$ cat src/rtl/flash_cmd_pkg.sv
package flash_cmd_pkg;

  localparam int KEY_AW = 11;
  localparam int KEY_DW = 8;

  localparam logic [KEY_AW-1:0] ADR_KEY1  = 11'h555;
  localparam logic [KEY_AW-1:0] ADR_KEY2  = 11'h2AA;
  localparam logic [KEY_DW-1:0] DAT_KEY1  = 8'hAA;
  localparam logic [KEY_DW-1:0] DAT_KEY2  = 8'h55;
  localparam logic [KEY_DW-1:0] CMD_IDENT = 8'h90;
  localparam logic [KEY_DW-1:0] CMD_PGM   = 8'hA0;
  localparam logic [KEY_DW-1:0] CMD_ERASE = 8'h80;
  localparam logic [KEY_DW-1:0] CMD_BLOCK = 8'h30;
  localparam logic [KEY_DW-1:0] CMD_CHIP  = 8'h10;
  localparam logic [KEY_DW-1:0] CMD_RESET = 8'hF0;

  typedef enum logic [3:0] {
    ST_IDLE, ST_UNL1, ST_UNL2, ST_PGM,
    ST_ERS1, ST_ERS2, ST_ERS3,
    ST_ASEL, ST_ASEL1, ST_ASEL2,
    ST_BUSY, ST_FAIL, ST_FAIL1, ST_FAIL2
  } cmd_state_e;

  typedef enum logic [1:0] {
    OP_NONE = 2'b00,
    OP_PGM  = 2'b01,
    OP_BLK  = 2'b10,
    OP_CHIP = 2'b11
  } op_kind_e;

  typedef enum logic [1:0] {
    MODE_ARRAY  = 2'b00,
    MODE_IDENT  = 2'b01,
    MODE_STATUS = 2'b10
  } bus_mode_e;

endpackage

$ cat src/rtl/flash_wr_capture.sv
module flash_wr_capture #(
  parameter int ADDR_W = 22,
  parameter int DATA_W = 16
) (
  input  logic              clk_i,
  input  logic              rst_ni,
  input  logic              ce_ni,
  input  logic              we_ni,
  input  logic              oe_ni,
  input  logic [ADDR_W-1:0] addr_i,
  input  logic [DATA_W-1:0] data_i,
  output logic              wr_o,
  output logic [ADDR_W-1:0] wr_addr_o,
  output logic [DATA_W-1:0] wr_data_o
);

  logic              act, act_q, oe_bad_q;
  logic [ADDR_W-1:0] addr_q;
  logic [DATA_W-1:0] data_q;

  assign act = ~ce_ni & ~we_ni;

  always_ff @(posedge clk_i or negedge rst_ni) begin
    if (!rst_ni) begin
      act_q    <= 1'b0;
      oe_bad_q <= 1'b0;
      addr_q   <= '0;
      data_q   <= '0;
    end else begin
      act_q <= act;
      // later falling edge of the pair opens the write
      if (act && !act_q) begin
        addr_q   <= addr_i;
        oe_bad_q <= ~oe_ni;
      end else if (act && !oe_ni) begin
        oe_bad_q <= 1'b1;
      end
      // keep the last active sample: earlier rising edge closes the write
      if (act) data_q <= data_i;
    end
  end

  assign wr_o      = act_q & ~act & ~oe_bad_q;
  assign wr_addr_o = addr_q;
  assign wr_data_o = data_q;

endmodule

$ cat src/rtl/flash_cmd_fsm.sv
module flash_cmd_fsm
  import flash_cmd_pkg::*;
#(
  parameter int ADDR_W = 22,
  parameter int DATA_W = 16
) (
  input  logic              clk_i,
  input  logic              rst_ni,
  input  logic              wr_i,
  input  logic [ADDR_W-1:0] wr_addr_i,
  input  logic [DATA_W-1:0] wr_data_i,
  input  logic              vpp_hi_i,
  input  logic              busy_i,
  input  logic              fail_i,
  output logic              start_o,
  output logic [1:0]        op_kind_o,
  output logic [ADDR_W-1:0] op_addr_o,
  output logic [DATA_W-1:0] op_data_o,
  output logic              clr_err_o,
  output logic [1:0]        mode_o
);

  cmd_state_e        state_q, state_d;
  op_kind_e          kind_q, kind_d;
  logic              start_q, start_d, clr_q, clr_d;
  logic [ADDR_W-1:0] addr_q, addr_d;
  logic [DATA_W-1:0] data_q, data_d;
  bus_mode_e         mode;

  logic [KEY_AW-1:0] a_lo;
  logic [KEY_DW-1:0] d_lo;
  logic              hit_k1, hit_k2, at_key1, rst_ok;

  assign a_lo    = wr_addr_i[KEY_AW-1:0];
  assign d_lo    = wr_data_i[KEY_DW-1:0];
  assign at_key1 = (a_lo == ADR_KEY1);
  assign hit_k1  = at_key1 && (d_lo == DAT_KEY1);
  assign hit_k2  = (a_lo == ADR_KEY2) && (d_lo == DAT_KEY2);
  // reset is honoured everywhere except the data slot and a running op
  assign rst_ok  = wr_i && (d_lo == CMD_RESET) &&
                   (state_q != ST_PGM) && (state_q != ST_BUSY);

  always_comb begin
    state_d = state_q;
    start_d = 1'b0;
    kind_d  = OP_NONE;
    addr_d  = '0;
    data_d  = '0;
    clr_d   = 1'b0;
    if (rst_ok) begin
      state_d = ST_IDLE;
      clr_d   = 1'b1;
    end else begin
      case (state_q)
        ST_IDLE:  if (wr_i && hit_k1) state_d = ST_UNL1;
        ST_UNL1:  if (wr_i) state_d = hit_k2 ? ST_UNL2 : ST_IDLE;
        ST_UNL2: begin
          if (wr_i) begin
            state_d = ST_IDLE;
            if (at_key1) begin
              case (d_lo)
                CMD_IDENT: state_d = ST_ASEL;
                CMD_PGM:   state_d = ST_PGM;
                CMD_ERASE: state_d = ST_ERS1;
                default:   state_d = ST_IDLE;
              endcase
            end
          end
        end
        ST_PGM: begin
          if (wr_i) begin
            state_d = ST_IDLE;
            if (vpp_hi_i) begin
              state_d = ST_BUSY;
              start_d = 1'b1;
              kind_d  = OP_PGM;
              addr_d  = wr_addr_i;
              data_d  = wr_data_i;
            end
          end
        end
        ST_ERS1:  if (wr_i) state_d = hit_k1 ? ST_ERS2 : ST_IDLE;
        ST_ERS2:  if (wr_i) state_d = hit_k2 ? ST_ERS3 : ST_IDLE;
        ST_ERS3: begin
          if (wr_i) begin
            state_d = ST_IDLE;
            if (vpp_hi_i && d_lo == CMD_BLOCK) begin
              state_d = ST_BUSY;
              start_d = 1'b1;
              kind_d  = OP_BLK;
              addr_d  = wr_addr_i;
            end else if (vpp_hi_i && at_key1 && d_lo == CMD_CHIP) begin
              state_d = ST_BUSY;
              start_d = 1'b1;
              kind_d  = OP_CHIP;
            end
          end
        end
        ST_ASEL:  if (wr_i && hit_k1) state_d = ST_ASEL1;
        ST_ASEL1: if (wr_i) state_d = hit_k2 ? ST_ASEL2 : ST_ASEL;
        ST_ASEL2: if (wr_i) state_d = ST_ASEL;
        ST_BUSY:  if (!busy_i) state_d = fail_i ? ST_FAIL : ST_IDLE;
        ST_FAIL:  if (wr_i && hit_k1) state_d = ST_FAIL1;
        ST_FAIL1: if (wr_i) state_d = hit_k2 ? ST_FAIL2 : ST_FAIL;
        ST_FAIL2: if (wr_i) state_d = ST_FAIL;
        default:  state_d = ST_IDLE;
      endcase
    end
  end

  always_comb begin
    case (state_q)
      ST_ASEL, ST_ASEL1, ST_ASEL2:          mode = MODE_IDENT;
      ST_BUSY, ST_FAIL, ST_FAIL1, ST_FAIL2: mode = MODE_STATUS;
      default:                              mode = MODE_ARRAY;
    endcase
  end

  always_ff @(posedge clk_i or negedge rst_ni) begin
    if (!rst_ni) begin
      state_q <= ST_IDLE;
      start_q <= 1'b0;
      kind_q  <= OP_NONE;
      addr_q  <= '0;
      data_q  <= '0;
      clr_q   <= 1'b0;
    end else begin
      state_q <= state_d;
      start_q <= start_d;
      kind_q  <= kind_d;
      addr_q  <= addr_d;
      data_q  <= data_d;
      clr_q   <= clr_d;
    end
  end

  assign start_o   = start_q;
  assign op_kind_o = kind_q;
  assign op_addr_o = addr_q;
  assign op_data_o = data_q;
  assign clr_err_o = clr_q;
  assign mode_o    = mode;

endmodule

$ cat src/rtl/flash_id_mux.sv
module flash_id_mux #(
  parameter int               DATA_W   = 16,
  parameter logic [DATA_W-1:0] MFR_CODE = 'h0020,
  parameter logic [DATA_W-1:0] DEV_CODE = 'h88AF
) (
  input  logic              ident_i,
  input  logic [1:0]        sel_i,
  output logic [DATA_W-1:0] id_o
);

  always_comb begin
    id_o = '0;
    if (ident_i) begin
      case (sel_i)
        2'b00:   id_o = MFR_CODE;
        2'b01:   id_o = DEV_CODE;
        default: id_o = '0;
      endcase
    end
  end

endmodule

$ cat src/rtl/flash_cmd_decoder.sv
module flash_cmd_decoder
  import flash_cmd_pkg::*;
#(
  parameter int               ADDR_W   = 22,
  parameter int               DATA_W   = 16,
  parameter logic [DATA_W-1:0] MFR_CODE = 'h0020,
  parameter logic [DATA_W-1:0] DEV_CODE = 'h88AF
) (
  input  logic              clk_i,
  input  logic              rst_ni,
  input  logic              ce_ni,
  input  logic              we_ni,
  input  logic              oe_ni,
  input  logic [ADDR_W-1:0] addr_i,
  input  logic [DATA_W-1:0] data_i,
  input  logic              vpp_hi_i,
  input  logic              busy_i,
  input  logic              fail_i,
  output logic              start_o,
  output logic [1:0]        op_kind_o,
  output logic [ADDR_W-1:0] op_addr_o,
  output logic [DATA_W-1:0] op_data_o,
  output logic              clr_err_o,
  output logic [1:0]        mode_o,
  output logic [DATA_W-1:0] id_o
);

  logic              wr_evt;
  logic [ADDR_W-1:0] wr_addr;
  logic [DATA_W-1:0] wr_data;
  logic [1:0]        mode;

  flash_wr_capture #(.ADDR_W(ADDR_W), .DATA_W(DATA_W)) u_cap (
    .clk_i     (clk_i),
    .rst_ni    (rst_ni),
    .ce_ni     (ce_ni),
    .we_ni     (we_ni),
    .oe_ni     (oe_ni),
    .addr_i    (addr_i),
    .data_i    (data_i),
    .wr_o      (wr_evt),
    .wr_addr_o (wr_addr),
    .wr_data_o (wr_data)
  );

  flash_cmd_fsm #(.ADDR_W(ADDR_W), .DATA_W(DATA_W)) u_fsm (
    .clk_i     (clk_i),
    .rst_ni    (rst_ni),
    .wr_i      (wr_evt),
    .wr_addr_i (wr_addr),
    .wr_data_i (wr_data),
    .vpp_hi_i  (vpp_hi_i),
    .busy_i    (busy_i),
    .fail_i    (fail_i),
    .start_o   (start_o),
    .op_kind_o (op_kind_o),
    .op_addr_o (op_addr_o),
    .op_data_o (op_data_o),
    .clr_err_o (clr_err_o),
    .mode_o    (mode)
  );

  flash_id_mux #(.DATA_W(DATA_W), .MFR_CODE(MFR_CODE), .DEV_CODE(DEV_CODE)) u_id (
    .ident_i (mode == MODE_IDENT),
    .sel_i   (addr_i[1:0]),
    .id_o    (id_o)
  );

  assign mode_o = mode;

endmodule

$ cat config.mk
export PLATFORM = sky130hd
export DESIGN_NAME = flash_cmd_decoder
export DESIGN_NICKNAME = d
export VERILOG_FILES = /design/src/rtl/flash_cmd_pkg.sv /design/src/rtl/flash_wr_capture.sv /design/src/rtl/flash_cmd_fsm.sv /design/src/rtl/flash_id_mux.sv /design/src/rtl/flash_cmd_decoder.sv
export SDC_FILE = /design/constraint.sdc
export NUM_CORES = 1
export LEC_CHECK = 0
export BUFFER_PORTS_ARGS = -buffer_cell sky130_fd_sc_hd__buf_2
export CORE_MARGIN = 3
export CORE_UTILIZATION = 55
export CTS_CLUSTER_DIAMETER = 50
export DETAILED_ROUTE_END_ITERATION = 6
export GPL_ROUTABILITY_DRIVEN = 0
export HOLD_SLACK_MARGIN = 0.15
export PLACE_DENSITY = 0.84
export SLEW_MARGIN = 30
export SYNTH_ARGS = -nofsm -noshare
export SYNTH_HDL_FRONTEND = slang
export SYNTH_SLANG_ARGS = --single-unit
$ cat constraint.sdc
create_clock -name clk_i -period 5.3 [get_ports clk_i]
set_input_delay 1.325 -clock clk_i [delete_from_list [all_inputs] [get_ports clk_i]]
set_output_delay 1.325 -clock clk_i [all_outputs]
set_load 0.02 [all_outputs]
==> results of run 1 <==
-- synthesized netlist by cell type (2+ instances only) --
master	n	area (µm²)
dfrtp_1	86	2152
nand2_1	58	217.7
nor3_1	7	35.03
and3b_1	2	17.52
a21oi_1	10	50.05
nand3b_1	3	22.52
or4b_1	2	20.02
inv_1	5	18.77
o21ai_0	4	20.02
a21o_1	2	15.01
o32ai_1	2	17.52
nand3_1	5	25.02
buf_2	3	15.01
clkinv_1	2	7.510
o22ai_1	7	43.79
o211ai_1	2	15.01
xnor2_1	2	17.52
nor4bb_1	2	20.02
and2_1	39	244.0
a32o_1	2	20.02
mux2_2	21	236.5
and3_1	4	25.02
and4b_1	2	20.02
a22oi_1	2	15.01
nor2b_1	3	18.77
clkbuf_1	12	45.04
buf_4	14	105.1
nand2b_1	2	12.51
nor4_1	2	12.51
nand4b_1	3	26.28
nor2_1	12	45.04
-- final cells by class --
type / count / area, µm²
flip-flops and latches: 86 / 2152
fillers: 490 / 2039
multi-input cells: 226 / 1429
repair buffers: 98 / 499.2
clock buffers: 11 / 151.4
well taps: 77 / 96.34
clock inverters: 5 / 65.06
inverters: 7 / 26.28
-- cell families after synthesis --
| group | synth area share [%] |
|---|---|
| and+or+nand+nor | 23.04 |
| DFF | 57.51 |
| AOI/OAI and AO/OA | 6.787 |
| buffers and inverters | 5.215 |
| muxes | 6.887 |
| xor gates and xnor gates | 0.4682 |
| other | 0.1002 |
-- power groups by stage --
stage | Sequential [W] | Clock [W] | Combinational (W)
floorplan | 0.000737 | 0 | 0.0000827
global placement | 0.000751 | 0 | 0.000110
finish | 0.000742 | 0.000478 | 0.000114
detailed placement | 0.000754 | 0 | 0.000115
CTS | 0.000741 | 0.000488 | 0.000116
global route | 0.000748 | 0.000519 | 0.000128
-- worst paths after layout --
path | from | end | slack, ns | cells after the start
max in group asynchronous | rst_ni | u_fsm.op_data_o[0]$_DFF_PN0_ | 3.76 | 1
worst max-delay path | u_fsm.state_q[3]$_DFFE_PN0P_ | id_o[1] | 1.90 | 6
worst min register to register | u_cap.wr_data_o[9]$_DFFE_PN0P_ | u_cap.wr_data_o[9]$_DFFE_PN0P_ | 0.47 | 2
worst min-delay path | u_cap.wr_data_o[9]$_DFFE_PN0P_ | u_cap.wr_data_o[9]$_DFFE_PN0P_ | 0.47 | 2
min in group asynchronous | rst_ni | u_fsm.op_data_o[11]$_DFF_PN0_ | 0.98 | 1
worst max register to register | u_cap.wr_data_o[6]$_DFFE_PN0P_ | u_fsm.state_q[3]$_DFFE_PN0P_ | 2.92 | 5
-- worst register-to-register path, cell delays in order, from the launching register on --
cell	delay, ns
dfrtp_1	0.44
or4b_1	0.60
or4_4	0.46
or3_4	0.36
a31oi_4	0.26
o22ai_1	0.13
-- state kept, by name (all words and copies together), names as in the netlist --
signal and count:
u_cap.wr_addr_o 22, u_fsm.op_addr_o 22, u_cap.wr_data_o 16, u_fsm.op_data_o 16, u_fsm.state_q 4, u_fsm.op_kind_o 2
u_cap.act_q 1, u_cap.oe_bad_q 1, u_fsm.clr_err_o 1, u_fsm.start_o 1
-- metrics by stage --
step	power, W	utilization, %	worst slack (ns)	hold WS (ns)
2_1_floorplan	0.0008201	-	1.712	0.4374
3_3_place_gp	0.0008606	64.94	1.943	0.4487
3_5_place_dp	0.0008694	65.07	1.976	0.4543
4_1_cts	0.001346	68.42	1.903	0.4743
5_1_grt	0.001395	68.42	1.722	0.4806
6_report	0.001334	68.42	1.899	0.4725
-- routing by layer --
| layer | share of wire, % | wire length [µm] | track usage [%] |
|---|---|---|---|
| met1 | 41 | 3260 | 27.75 |
| met2 | 48 | 3814 | 33.51 |
| met3 | 7.7 | 614 | 5.400 |
| met4 | 3.0 | 240 | 9.203 |
| met5 | 0 | 0 | 0 |
-- layout by cell type, fill, tap and decap left out, drive strengths merged, types with 3 or more instances in the layout --
cell type   n
clkinv      5
or4b        3
conb        8
o21ai       5
nor2       12
o22ai       7
buf        98
mux2       22
a21oi      10
and2       40
nand3       5
nor2b       3
clkbuf     11
nand4b      3
nand3b      3
and3        4
nor3        7
nand2      58
inv         6
dfrtp      86
nor4        3
==> results, run 1 <==
- The run finished with clean final reports.
- The total setup buffers inserted after CTS is 0.
- The final-report hold violation count was 0.
- The final number of max-transition violations is 0.
- The repair_antennas step left the layout with diodes totalling 0.
- The final routed wirelength across all metal layers is 7.931 mm.
- The die boundary height is 88.49 µm.
- The actual slew at the worst max-slew pin is 0.7551 ns.
- The number of I/O port buffers is 97.
- The net count of the finished layout is 474.
- The part of the power in the clock network is 35.8%.
- For this block, the initial DRC count from the detailed router was 358.
- The internal power of the cells totals around 0.0010 W.
- With fillers left out, the area of the finished cells amounts to ~4400 µm².
- Dividing the detail-routed wire length by the instance count gives 15.55 µm.
- The synthesized design contains 86 register bits.
- The cell with the largest stage delay on the worst path is dfrtp_1.
- The via count of the first global-routing pass is 2694.
- The number of buffers and inverters on the critical path is 2.
- The family of cells with the greatest summed delay on the critical path is simple AND/OR/NAND/NOR gates.
- The total overflow left after global routing is 0.
- The initial antenna violation count came to 0.
- The sum of net half-perimeters after detailed placement is 5.541 mm.
- The final critical path time including I/O delays and setup is between 3 and 4 ns.
- Of the total power, combinational logic draws between 8 and 9%.
- Walking the worst path, the cells encountered are clkinv_1, nand2_1, o22ai_1, nor2b_1, and2_1, buf_2.
- The average instance in the mapped netlist occupies 10.94 µm².
- In the final layout, the share of cells above drive strength 1 is 33.49%.
- The synthesized netlist contains 51 unique library cells.
- The TritonCTS clock tree is done.
- The clock net in this run drives a total of 86 sinks.
- Along the worst path, the maximum fanout reaches 10.
- Counting flops with an async set or reset pin after synthesis yields a share of 100.0%.
- The switching power is 0.0003275 W.
- The path category of the worst min-delay check is flip-flop to flip-flop.
- The signal arrival time at the worst endpoint is 2.08 ns.
- The global-route wire length before repair is 12.65 mm.
- The areal power density over the cells is between 300 and 400 nW/µm².
- The worst path uses 64.17% of the clock period.
- Between clock sinks in the finished design, the worst skew comes to 0.009992 ns.
- STA classifies the critical path startpoint as a flip-flop.
- For this run, the register share of the synthesized area comes to 57.51%.
- CTS placed an instance of clkbuf_8 at the clock tree root.
- The clock transition at the register clock pins on the worst setup and hold paths after CTS is approximately 0.08 ns.
- The peak per-stage delay on the critical path is 0.54 ns.
- The H-tree was split into 3 levels.
- From left edge to right edge, the die measures 88.49 µm.
- Setup repair after global routing left no endpoint under its margin.
- Once detail routing completed, the nets flagged for antenna violations numbered 0.
- Hold repair after CTS inserted 0 buffers.
- The switching part of the total is 24.54%.
- Max-cap violations in this run came to 0.
- The number of iterations in the first detailed-routing pass is 5.
- For this run, the number of standard cells in the final layout without fillers is 510.
- In this run the core area contains 29 standard-cell rows.
- Dividing the detail-routed via count by the number of cells gives 5.582.
- The number of failing setup endpoints in the final timing report is 0.
- The core region is between 6000 and 7000 µm².
- The sequential cell fraction of total power is 55.6%.
- The worst path required time is just under 4 ns.
- Measured against its own limit, the worst slew margin works out to 49.48%.
- The static leakage is 2.311 nW.
- In the final timing run, aggregate negative setup slack is 0 ns.
- Entering global routing, the biggest net connects 87 pins.
- The placed instance count is 494.
- IR analysis of the VDD net gives a maximum drop of 0.1866 mV.
- The clock buffer count from CTS is 9.
- The die covers slightly below 8000 µm².
- Summing all placed instances gives a cell area of 4203 µm².
- The area overhead of the layout relative to synthesis is 18.09%.
- Post-CTS repair changed the size of 0 cells.
- In this run the count of I/O pins placed on the die edge is 106.
- The maximum clock frequency is a little under 0.3 GHz.
- For this configuration, the core starts out at a cell density of 57.94%.
- The final route contains 2847 vias.
- In the synthesized netlist, the number of instances is around 340.
- The worst setup path is of the flip-flop to primary output kind.
- The count of flip-flops with a built-in enable after synthesis is 0.
- No sink is reached through more buffers than the 2 on the longest clock path.
- The clock latency at the later pin of the worst-skew pair is 0.35 ns.
- Yosys printed 0 warnings.
- The kind of end point of the critical path is a primary output.
- Among all flip-flop cells after synthesis, the most frequent one is dfrtp_1.
- The netlist area before placement is 3742 µm².
- Global routing consumed, over all layers together, 21.14% of the routing resources.
- After detailed routing, the number of remaining DRC violations is 0.
Power figures use the tool's default switching activity.
==> run 2: changes to the inputs <==
--- a/config.mk
+++ b/config.mk
@@ -7,12 +7,12 @@
 export LEC_CHECK = 0
 export BUFFER_PORTS_ARGS = -buffer_cell sky130_fd_sc_hd__buf_2
 export CORE_MARGIN = 3
-export CORE_UTILIZATION = 55
+export CORE_UTILIZATION = 47
 export CTS_CLUSTER_DIAMETER = 50
 export DETAILED_ROUTE_END_ITERATION = 6
 export GPL_ROUTABILITY_DRIVEN = 0
 export HOLD_SLACK_MARGIN = 0.15
-export PLACE_DENSITY = 0.84
+export PLACE_DENSITY = 0.76
 export SLEW_MARGIN = 30
 export SYNTH_ARGS = -nofsm -noshare
 export SYNTH_HDL_FRONTEND = slang
==> constraint.sdc (replaced) <==
create_clock -name clk_i -period 2.81 [get_ports clk_i]
set_input_delay 0.7025 -clock clk_i [delete_from_list [all_inputs] [get_ports clk_i]]
set_output_delay 0.7025 -clock clk_i [all_outputs]
set_load 0.02 [all_outputs]
==> results, run 2 (synthesis results as in run 1) <==
- Summed over all cells, the static leakage comes to between 2 and 2.5 nW.
- The met1 wire length is 3.351 mm.
- The share of cells above drive strength 1 is a little over a third.
- For this design, the sink count on the clock tree is 86.
- The run finished with clean final reports.
- The total power draw is between 0.002 and 0.0025 W.
- The highest metal layer carrying signal wires in the routed design is met4.
- Input and output buffers added on the ports amount to 97.
- The library cell used most frequently in the layout, excluding fill and tap cells, is buf_2.
- Leaving out fill and tap cells, the most frequent cells in the layout are buf_2 (96), dfrtp_1 (84), nand2_1 (58), and2_1 (39), mux2_2 (21).
- Among all stages on the critical path, the largest delay is contributed by dfrtp_1.
- The die boundary height is 95.23 µm.
- The sum of net half-perimeters after detailed placement is slightly below 6 mm.
- During I/O placement, the number of pins put on the boundary was 106.
- The initial antenna violation count is 0.
- The post-cts hold buffer count is 0.
- The setup TNS is 0 ns.
- The horizontal die dimension is 95.23 µm.
- In the final routed layout, each cell accounts on average for about 15 µm.
- At the worst endpoint, the required time is between 2 and 2.5 ns.
- The kind of end point of the critical path is a primary output.
- Entering global routing, the biggest net connects 48 pins.
- For this block, the via count after detailed routing is 2777.
- The cell family contributing the most delay on the critical path is flip-flops.
- Walking the worst path, the cells encountered are nand2_1, o22ai_2, nor2b_2, and2_1, buf_2.
- The worst setup path is launched from a flip-flop.
- Setup repair after global routing left no endpoint under its margin.
- The detailed-routed wire length on met2 is 3.846 mm.
- The switching power is 0.0006189 W.
- The critical path class is flip-flop to primary output.
- The final routed wirelength across all metal layers is about 8.0 mm.
- In the global route stage, overall resource usage came out at 18.78%.
- The number of filler instances in the final layout is 649.
- The die covers between 9000 and 10000 µm².
- Measured against its own limit, the worst slew margin works out to about two thirds.
- The number of DRC markers after the initial detailed-route iteration is roughly 150.
- The net count of the finished layout is 479.
- The share of total power in combinational logic is under 10%.
- The critical-path maximum fanout is 14.
- The share of total power dissipated in the clock network is 35.2%.
- Counting I/O delays and the setup requirement, the final critical path takes about 2.6 ns.
- The areal power density over the cells is 555.1 nW/µm².
- The sequential cell fraction of total power is 56.0%.
- The maximum clock frequency is approximately 0.38 GHz.
- The final number of max-transition violations is 0.
- The clock buffer count from CTS is 9.
- The maximum buffer depth of the clock tree is 2.
- The amount of wire on met3 after detailed routing is 647 µm.
- Buffers added to address setup during post-CTS repair amount to 0.
- The clock transition at the register clock pins on the worst setup and hold paths after CTS is 0.09 ns.
- The row count is 31.
- The number of iterations in the first detailed-routing pass is 5.
- The final critical path takes up 93.12% of the cycle.
- The signal arrival time at the worst endpoint is 1.91 ns.
- IR analysis of the VDD net gives a maximum drop of 0.3181 mV.
- The number of antenna repair diodes is 0.
- The later pin in the worst-skew pair is clocked with a latency of 0.35 ns.
- In this design, the stage delay of the slowest critical-path cell is 0.62 ns.
- The first global-routing pass estimated 13.04 mm of wire.
- The switching part of the total is between 20% and 30%.
- The tree is rooted in a clkbuf_8.
- The area overhead of the layout relative to synthesis is 20.06%.
- The clock arrives with 0.009690 ns of skew.
- The number of design rule violations left after detail routing is 0.
- The core region is 7486 µm².
- The TritonCTS clock tree is done.
- Internal power comes to 0.001875 W.
- The number of vias per cell after detailed routing is 5.171.
- The number of H-tree levels is 3.
- The via count of the first global-routing pass is 2734.
- The number of failing setup endpoints in the final timing report is 0.
- Together, buffers and inverters on the worst path number 1.
- The remaining number of nets flagged by the antenna check after routing is 0.
- The number of gates resized after CTS was 0.
- The total grt overflow is 0.
- The final-report hold violation count is 0.
- The actual slew at the worst max-slew pin is 0.5236 ns.
- For this configuration, the core starts out at a cell density of between 40 and 50%.
- The number of max-capacitance violations reported is 0.
- The path category of the worst min-delay check is primary input to async pin.
## run 2: cell types whose count changed in the layout (fill, tap and decap cells not counted), moves of 2 or more
cell,before,now
buf_4,1,6
clkinvlp_4,0,2
dfrtp_2,0,2
dfrtp_1,86,84
## run 2: power groups by stage
stage	clock [W]	sequential, W	combinational, W
CTS	0.000906	0.00140	0.000224
global route	0.000954	0.00141	0.000252
floorplan	0	0.00139	0.000156
finish	0.000879	0.00140	0.000220
detailed placement	0	0.00142	0.000223
global placement	0	0.00142	0.000217
## run 2: layout make-up
type	count	area, µm²	share of cell area [%]
flip-flops and latches	86	2155	47.95
well taps	99	123.9	2.757
clock inverters	6	68.82	1.532
clock buffers	10	137.6	3.063
inverters	7	30.03	0.6683
repair buffers	103	545.5	12.14
multi-input cells	226	1433	31.89
## run 2: worst paths after layout
| kind | slack, ns | cells past startpoint | end | from |
|---|---|---|---|---|
| worst max-delay path | 0.19 | 5 | id_o[3] | u_fsm.state_q[0]$_DFFE_PN0P_ |
| worst min register to register | 0.47 | 2 | u_cap.wr_data_o[14]$_DFFE_PN0P_ | u_cap.wr_data_o[14]$_DFFE_PN0P_ |
| worst max register to register | 0.52 | 6 | u_fsm.state_q[2]$_DFFE_PN0P_ | u_cap.wr_addr_o[6]$_DFFE_PN0P_ |
| max in group asynchronous | 1.87 | 2 | u_fsm.op_addr_o[0]$_DFF_PN0_ | rst_ni |
| min in group clk_i | 0.47 | 2 | u_cap.wr_data_o[14]$_DFFE_PN0P_ | u_cap.wr_data_o[14]$_DFFE_PN0P_ |
| worst min-delay path | 0.32 | 1 | u_fsm.op_data_o[9]$_DFF_PN0_ | rst_ni |
## run 2: per-stage QoR
stage | instances | setup slack (ns) | instance area [µm²] | util [%] | hold WS [ns]
after floorplan | 349 | 0.09695 | 3777 | - | 0.4069
after global placement | 521 | 0.5508 | 4280 | 57.18 | 0.4496
after detailed placement | 521 | 0.4648 | 4280 | 57.18 | 0.4547
after CTS | 537 | 0.07310 | 4487 | 59.94 | 0.3238
after global routing | 537 | 0.001171 | 4493 | 60.02 | 0.3316
final | 537 | 0.1934 | 4493 | 60.02 | 0.3199
## run 2: routing by layer
metal	track usage, %	up-vias
met1	24.77	1313
met2	29.04	130
met5	0	-
met3	5.130	15
met4	8.293	0
li1	-	1319
==> run 3: changes to the inputs <==
--- a/config.mk
+++ b/config.mk
@@ -16,4 +16,5 @@
 export SLEW_MARGIN = 30
 export SYNTH_ARGS = -nofsm -noshare
 export SYNTH_HDL_FRONTEND = slang
+export SYNTH_HIERARCHICAL = 1
 export SYNTH_SLANG_ARGS = --single-unit
==> constraint.sdc (replaced) <==
create_clock -name clk_i -period 2.81 [get_ports clk_i]
set_input_delay 0.1405 -clock clk_i [delete_from_list [all_inputs] [get_ports clk_i]]
set_output_delay 0.1405 -clock clk_i [all_outputs]
set_load 0.02 [all_outputs]
==> results, run 3 <==
- The flow ran to the end, and the final reports show no timing, DRC or antenna violations.
- The amount of wire on met3 after detailed routing is 499 µm.
- 106 I/O pins were placed.
- The initial antenna violation count is 0.
- The number of synthesized register bits is 86.
- The post-synthesis cell type with the largest combined area is dfrtp_1.
- The analysis attributes to cell leakage a power of 2.378 nW.
- Cells with a size suffix above 1 make up 38.73% of the layout.
- The later pin in the worst-skew pair is clocked with a latency of 0.35 ns.
- From bottom edge to top edge, the die measures approximately 95 µm.
- TritonCTS built the clock tree.
- In this run, CTS created clock tree buffers numbering 9.
- STA classifies the critical path endpoint as a flip-flop.
- Setup repair after global routing left no endpoint under its margin.
- The number of design rule violations left after detail routing is 0.
- The initial cell density of the core is about half.
- Using the TritonRoute via totals, the vias-per-cell ratio works out to 5.019.
- The areal power density over the cells is 560.9 nW/µm².
- The net count of the finished layout is 467.
- The number of I/O port buffers is 97.
- The area of the die is 8981 µm².
- The repair_antennas step left the layout with diodes totalling 0.
- The number of warnings reported in the yosys synthesis log is 6.
- The setup TNS is 0 ns.
- The number of H-tree levels is 3.
- The count of flip-flops with a built-in enable after synthesis is 0.
- The path category of the worst min-delay check is primary input to flip-flop.
- The total number of vias is 2635.
- In this run the critical register-to-register path is launched from u_cap/wr_addr_o[3]$_DFFE_PN0P_.
- The worst pin sits at a relative slew slack of 49.50%.
- For the final database, setup skew stands at between 0.01 and 0.015 ns.
- Setup violations remaining at the end of the flow were counted as 0.
- The total power draw is roughly 0.0027 W.
- After layout, the worst path uses 89.08% of the clock period.
- In the synthesized netlist the dominant register cell turns out to be dfrtp_1.
- The library cell used most frequently in the layout, excluding fill and tap cells, is buf_2.
- The worst IR drop on VDD is between 0.3 and 0.4 mV.
- The top cell type's share of synthesized area is about three fifths.
- The remaining number of nets flagged by the antenna check after routing is 0.
- The highest metal layer carrying signal wires in the routed design is met4.
- The number of iterations in the first detailed-routing pass is 4.
- The met1 wire length is ~3.3 mm.
- The critical path is of the primary input to flip-flop type.
- The tool flagged a number of max-cap violations equal to 0.
- The row count is 31.
- A synthesized cell averages roughly 13 µm².
- After the first detailed-routing iteration, the DRC count stood at 107.
- The launching element of the worst setup path is we_ni.
- The final number of max-transition violations was 0.
- The final-report hold violation count is 0.
- The horizontal die dimension is ~95 µm.
- The via count of the first global-routing pass is around 2700.
- Global routing finished with a remaining overflow of 0.
- The worst setup slack for register-to-register paths is approximately 0.51 ns.
- The type of element launching the critical path is a primary input.
- The actual slew at the worst max-slew pin is between 0.7 and 0.8 ns.
- The critical-path maximum fanout is 18.
- The maximum number of pins on one net before global-route repair is 87.
- The floorplan step defined a core boundary enclosing 7447 µm².
- The clock net in this run drives a total of 86 sinks.
- Static timing analysis puts the maximum clock frequency at 0.3995 GHz.
- The signal arrival time at the worst endpoint is 2.79 ns.
- Global routing used roughly a fifth of the available tracks across all layers.
- In the post-synthesis netlist, the biggest area contributors are dfrtp_1 (58%), mux2_2 (12%), and2_1 (6.3%), buf_4 (3.0%), buf_6 (1.5%).
- The global-route wire length before repair is 13.24 mm.
- Dividing the detail-routed wire length by the instance count gives 15.60 µm.
- The clock transition at the register clock pins on the worst setup and hold paths after CTS is 0.08 ns.
- Data on the critical path is required at its endpoint by about 3 ns.
- By count the netlist is led by dfrtp_1 (86), mux2_2 (38), and2_1 (37).
- Once the clock tree was built, the resizer swapped 0 gates to a different size.
- The most common cell in the synthesized netlist is dfrtp_1.
- The share of the yosys chip area belonging to registers is 58.11%.
- The synthesized netlist contains 51 unique library cells.
- The cell sitting at the root of the clock tree is a clkbuf_8.
- The HPWL after detailed placement is 5.236 mm.
- The area overhead of the layout relative to synthesis is 29.56%.
- The detailed-routed wire length on met2 is 4.178 mm.
- The clock passes through at most 2 buffers.
- In the layout the commonest cells are buf_2 (96), dfrtp_1 (86), dlygate4sd3_1 (43), mux2_2 (38), and2_1 (37).
- The number of instances on the worst hold path is 3.
- The worst register-to-register path has a depth of 6.
- The smallest clock period supported by the final layout is computed as around 2.5 ns.
- The worst hold path begins at vpp_hi_i.
- The fraction of synthesis flops using an asynchronous set or reset pin is 100.0%.
- The final routed wirelength across all metal layers is 8.188 mm.
- After synthesis the cells add up to 3704 µm².
- In the synthesized netlist, the number of instances is 285.
## run 3: per-stage QoR
stage | cell area (µm²) | hold WS, ns | setup slack (ns) | std cells | util (%)
2_1_floorplan | 3730 | -0.1551 | 0.6298 | 292 | -
3_3_place_gp | 4156 | 0.3470 | 0.5880 | 466 | 55.81
3_5_place_dp | 4160 | 0.2400 | 0.5523 | 466 | 55.86
4_1_cts | 4798 | 0.1578 | 0.3378 | 525 | 64.43
5_1_grt | 4798 | 0.1917 | 0.1806 | 525 | 64.43
6_report | 4798 | 0.1732 | 0.3067 | 525 | 64.43
## run 3: cell type report
cell class              count  area, µm²
clock buffers              12      155.1
clock inverters             4      52.55
fillers                   571       2649
inverters                   4      15.01
multi-input cells         177       1355
flip-flops and latches     86       2152
well taps                  99      123.9
repair buffers            143      944.7
## run 3: worst paths after layout
check	endpoint
worst min-delay path	u_fsm/start_o$_DFF_PN0_
max in group asynchronous	u_cap/wr_data_o[5]$_DFFE_PN0P_
worst max-delay path	u_fsm/state_q[2]$_DFFE_PN0P_
worst max register to register	u_fsm/state_q[2]$_DFFE_PN0P_
worst min register to register	u_fsm/op_addr_o[16]$_DFF_PN0_
min in group asynchronous	u_fsm/op_addr_o[13]$_DFF_PN0_
## run 3: per-layer routing
layer	vias up	global-route usage, %
li1	1244	-
met3	15	5.020
met4	0	8.173
met2	96	35.29
met1	1280	21.90
met5	-	0
## run 3: cell families after synthesis
group | after synthesis | synth area share (%)
AND/OR/NAND/NOR | 95 | 16.42
flip-flops | 86 | 58.11
multiplexers | 41 | 12.40
AO/OA/AOI/OAI | 31 | 6.487
buffers and inverters | 29 | 6.013
XOR/XNOR | 2 | 0.4731
other | 1 | 0.1013
## run 3: where the power goes
| part | switching (W) | internal, W |
|---|---|---|
| Clock | 0.000414 | 0.000463 |
| Sequential | 0.000109 | 0.00134 |
| Combinational | 0.000149 | 0.000219 |
## run 3: critical path, cell delays in order
cell	delay [ns]
dlygate4sd3_1	0.53
buf_2	0.18
nor2_4	0.12
nor3b_1	0.36
nand3_1	0.11
or4b_1	0.51
a31o_2	0.31
a311oi_4	0.34
a22o_1	0.18
## run 3: repair_timing
item | 4_1_cts | 5_1_grt
hold buffers | 43 | 0
buffers inserted | 0 | 0
hold endpoints to repair | 126 | 0
